==> src/rtl/plc_pkg.sv <==
package plc_pkg;
  localparam int REG_W     = 8;
  localparam int NUM_SHAD  = 6;
  localparam int OUT_W     = NUM_SHAD + 1;
  localparam int RSV_BIT   = 6;
  localparam int DIRECT_BIT = 7;

  typedef logic [REG_W-1:0]    reg_t;
  typedef logic [NUM_SHAD-1:0] shad_t;
  typedef logic [OUT_W-1:0]    line_t;

  // Assemble the software view of the register.
  function automatic reg_t pack_read(input shad_t work, input logic direct);
    reg_t r;
    r = '0;
    r[NUM_SHAD-1:0] = work;
    r[DIRECT_BIT]   = direct;
    r[RSV_BIT]      = 1'b0;
    return r;
  endfunction

  // Place per-register-bit levels on their output lines.
  function automatic line_t map_levels(input shad_t work, input logic direct);
    line_t l;
    for (int i = 0; i < NUM_SHAD; i++) l[i] = work[i];
    l[OUT_W-1] = direct;
    return l;
  endfunction

  // Active state drives the inverse of the passive level.
  function automatic logic drive_level(input logic passive, input logic active);
    return passive ^ active;
  endfunction
endpackage

==> src/rtl/plc_shadow_bank.sv <==
module plc_shadow_bank
  import plc_pkg::*;
(
  input  logic  clk,
  input  logic  rst_n,
  input  logic  wr_en_i,
  input  shad_t wr_bits_i,
  output shad_t shadow_o
);
  genvar g;
  generate
    for (g = 0; g < NUM_SHAD; g++) begin : g_bit
      logic q;
      always_ff @(posedge clk or negedge rst_n) begin
        if (!rst_n)       q <= 1'b0;
        else if (wr_en_i) q <= wr_bits_i[g];
      end
      assign shadow_o[g] = q;
    end
  endgenerate
endmodule

==> src/rtl/plc_work_bank.sv <==
module plc_work_bank
  import plc_pkg::*;
(
  input  logic  clk,
  input  logic  rst_n,
  input  logic  xfer_i,
  input  shad_t shadow_i,
  input  logic  wr_en_i,
  input  logic  direct_bit_i,
  output shad_t work_o,
  output logic  direct_o
);
  shad_t work_q;
  logic  direct_q;

  always_ff @(posedge clk or negedge rst_n) begin
    if (!rst_n)      work_q <= '0;
    else if (xfer_i) work_q <= shadow_i;
  end

  always_ff @(posedge clk or negedge rst_n) begin
    if (!rst_n)       direct_q <= 1'b0;
    else if (wr_en_i) direct_q <= direct_bit_i;
  end

  assign work_o   = work_q;
  assign direct_o = direct_q;
endmodule

==> src/rtl/plc_line_driver.sv <==
module plc_line_driver
  import plc_pkg::*;
(
  input  logic  clk,
  input  logic  rst_n,
  input  line_t passive_i,
  input  line_t active_i,
  output line_t line_o
);
  genvar g;
  generate
    for (g = 0; g < OUT_W; g++) begin : g_line
      logic q;
      always_ff @(posedge clk or negedge rst_n) begin
        if (!rst_n) q <= 1'b0;
        else        q <= drive_level(passive_i[g], active_i[g]);
      end
      assign line_o[g] = q;
    end
  endgenerate
endmodule

==> src/rtl/passive_level_ctrl.sv <==
module passive_level_ctrl
  import plc_pkg::*;
(
  input  logic       clk,
  input  logic       rst_n,
  input  logic       wr_en_i,
  input  logic [7:0] wr_data_i,
  output logic [7:0] rd_data_o,
  input  logic       xfer_i,
  input  logic [6:0] active_i,
  output logic [6:0] line_o
);
  // Named internal events for the checker.
  shad_t shadow_q;
  shad_t work_q;
  logic  direct_q;
  line_t passive_lvl;
  logic  unused_rsvd;

  assign unused_rsvd = wr_data_i[RSV_BIT];

  plc_shadow_bank u_shadow (
    .clk      (clk),
    .rst_n    (rst_n),
    .wr_en_i  (wr_en_i),
    .wr_bits_i(wr_data_i[NUM_SHAD-1:0]),
    .shadow_o (shadow_q)
  );

  plc_work_bank u_work (
    .clk         (clk),
    .rst_n       (rst_n),
    .xfer_i      (xfer_i),
    .shadow_i    (shadow_q),
    .wr_en_i     (wr_en_i),
    .direct_bit_i(wr_data_i[DIRECT_BIT]),
    .work_o      (work_q),
    .direct_o    (direct_q)
  );

  assign passive_lvl = map_levels(work_q, direct_q);
  assign rd_data_o   = pack_read(work_q, direct_q);

  plc_line_driver u_drv (
    .clk      (clk),
    .rst_n    (rst_n),
    .passive_i(passive_lvl),
    .active_i (active_i),
    .line_o   (line_o)
  );
endmodule

==> config.mk <==
export PLATFORM = sky130hd
export DESIGN_NAME = passive_level_ctrl
export DESIGN_NICKNAME = d
export VERILOG_FILES = /design/src/rtl/plc_pkg.sv /design/src/rtl/plc_shadow_bank.sv /design/src/rtl/plc_work_bank.sv /design/src/rtl/plc_line_driver.sv /design/src/rtl/passive_level_ctrl.sv
export SDC_FILE = /design/constraint.sdc
export NUM_CORES = 1
export LEC_CHECK = 0
export ABC_AREA = 1
export BUFFER_PORTS_ARGS = -buffer_cell sky130_fd_sc_hd__buf_2
export CAP_MARGIN = 15
export CORE_MARGIN = 2
export CORE_UTILIZATION = 47
export DETAILED_ROUTE_END_ITERATION = 8
export GPL_TIMING_DRIVEN = 0
export PLACE_DENSITY = 0.77
export SLEW_MARGIN = 20
export SYNTH_ARGS = -nofsm -noshare
export SYNTH_HDL_FRONTEND = slang
export SYNTH_HIERARCHICAL = 1
export SYNTH_SLANG_ARGS = --single-unit
==> constraint.sdc <==
create_clock -name clk -period 1.15 [get_ports clk]
set_clock_uncertainty 0.15 [all_clocks]
set_input_delay 0.115 -clock clk [delete_from_list [all_inputs] [get_ports clk]]
set_output_delay 0.115 -clock clk [all_outputs]
set_load 0.01 [all_outputs]
==> flow_summary.toml <==
[sta]
layout_worst_path_cycle_share_pct = 99.0
fin_hold_ws_ps = 108
min_period_ps = 1140
setup_viol = 0
slew_violations = 0
max_freq_mhz = 878
rsz0062_at_grt = "true"
finalHoldViolCount = 0

[floorplanning]
start_util_pct = 51.3
std_cell_rows = 15
die_x_um = 47.9
dieHeight_um = 47.9
coreArea_um2 = 1760
die_area_um2 = 2290
io_pins = 34

[placed_design]
dpl.hpwl_um = 1040
place_congestion = 0.599
placed_cells_incl_taps = 169
place_area_um2 = 1090
port_buffers = 31

[finish]
seqCellArea_um2 = 500
antennaDiodeCount = 0
area.growth.synth_to_final_pct = 47.2
final_util_pct = 75.6
finalNonFillerCells = 188
finish.instance_area_um2 = 1330
multi_input_area_um2 = 229
finalNetCount = 183
layout-drive-gt1-share_pct = 30.7
fillCellCount = 144

[routing]
vias = 745
wire_per_inst_um = 8.80
routed_wl_um = 1660
drc = 0
vias_per_cell = 3.96
dr.pass1.iters = 4
drtIter0Drc = 10
postRouteAntennaNets = 0

[critical_path]
cp.required_ps = 880
path_buf_inv = 1
path_delay_family = "flip-flops"
critPathMaxStageDelay_ps = 420
cp_max_fo = 4
startpoint_type = "flop"
crit_slowest_cell = "dfrtp_1"
critPathArrivalTime_ps = 870
path_class = "flop to output port"
path_cells = "buf_2"
endpoint_kind = "output port"

[synth]
synthDistinctLibCells = 6
ys_seq_elements = 20
ys.warnings.count = 6
synthTopCellsByArea = "dfrtp_1 (55%), nand2_1 (25%), buf_4 (12%), inv_1 (6.2%), inv_2 (0.83%)"
synth_top_area_share_pct = 55.2
synthCells = 113
avgSynthCellArea_um2 = 8.02
yosysTopAreaCell = "dfrtp_1"
yosysSeqAreaShare_pct = 55.2
synth_area_um2 = 906
syn-num-nets = 132

[grt]
grt_pass1_wl_um = 2520
grt_overflow = 0
grt_max_degree = 21
grt_pass1_vias = 654
track_usage_pct = 16.4
grt_antenna_before_repair = 0

[outcome]
status = "finished clean"

[cts]
clk_latency_ps = 300
clock-sinks = 20
h-tree-depth = 1
cts_tree = "done"
clockBufferDepth = 2
clk_pin_slew_ps = 110
numCtsBuffers = 3
clk_root_buffer_cell = "clkbuf_4"

[job]
max-cap-violations = 0

[min_path]
worst_hold_path_type = "input port to async pin"

[pwr]
total_power_mw = 1.60
pwr_density_cell_nw_per_um2 = 1200
p_leak_nw = 0.797
vdd_drop_max_uv = 996
-- power by group --
group / switching [mW] / internal [mW]
sequential: 0.0432 / 0.777
clock: 0.208 / 0.193
combinational: 0.159 / 0.221
-- per-stage QoR --
stage               TNS (ps)  setup slack (ps)
floorplan                  0               321
global placement           0               246
detailed placement         0               237
CTS                        0              1.91
global route           -64.2             -34.3
finish                     0              11.2
-- per-layer routing --
layer / GRT usage, % / routed length [µm]
met5: 0 / 0
met4: 9.73 / 45
met3: 3.40 / 75
met2: 31.2 / 860
met1: 15.9 / 674
-- cells in the final DEF (no fill, tap or decap) --
| cell | instances |
|---|---|
| buf_2 | 23 |
| buf_4 | 13 |
| buf_6 | 8 |
| clkbuf_4 | 3 |
| clkbuf_8 | 1 |
| conb_1 | 1 |
| dfrtp_1 | 20 |
| dlygate4sd3_1 | 17 |
| inv_1 | 15 |
| inv_2 | 2 |
| nand2_1 | 60 |
-- registers in the layout, indices dropped and copies added (netlist names) --
signal            flops
u_work/work_o         6
u_shadow/g_bit.q      6
u_work/direct_o       1
u_drv/g_line.q        7
-- final cells by class --
cell class | instances | area share (%)
sequential | 20 | 37.5
timing repair buffer | 54 | 31.5
multi-input combinational | 61 | 17.2
inverter | 17 | 4.78
buffer | 7 | 3.94
clock buffer | 4 | 2.72
tap | 25 | 2.35
-- synthesized netlist by cell type --
cell,instances
nand2_1,60
dfrtp_1,20
buf_4,15
inv_1,15
inv_2,2
conb_1,1
-- logic make-up (layout without fill, tap and decap cells) --
| group | Yosys count | count (layout) | synth area share [%] |
|---|---|---|---|
| other | 1 | 1 | 0.414 |
| and+or+nand+nor | 60 | 60 | 24.9 |
| DFF | 20 | 20 | 55.2 |
| buffers and inverters | 32 | 82 | 19.5 |
-- worst paths after layout --
check | from | slack (ps) | cells after the start | to
worst min-delay path | rst_n | 110 | 2 | u_shadow/g_bit[2].q
min in group clk | u_shadow/g_bit[0].q | 330 | 2 | u_shadow/g_bit[0].q
max in group asynchronous | rst_n | 450 | 2 | u_drv/g_line[4].q
worst max register to register | u_work/direct_o | 240 | 3 | u_drv/g_line[6].q
worst max-delay path | u_work/work_o[1] | 10 | 1 | rd_data_o[1]
worst min register to register | u_shadow/g_bit[0].q | 330 | 2 | u_shadow/g_bit[0].q
-- repair_timing --
item | CTS | global route
setup endpoints to repair | 9 | 5
gates cloned | 0 | 0
resized for setup | 8 | 0
hold buffers | 17 | 0
hold endpoints to repair | 40 | 0
setup buffers | 2 | 4
Note: power is estimated with default switching activity, not from simulation.
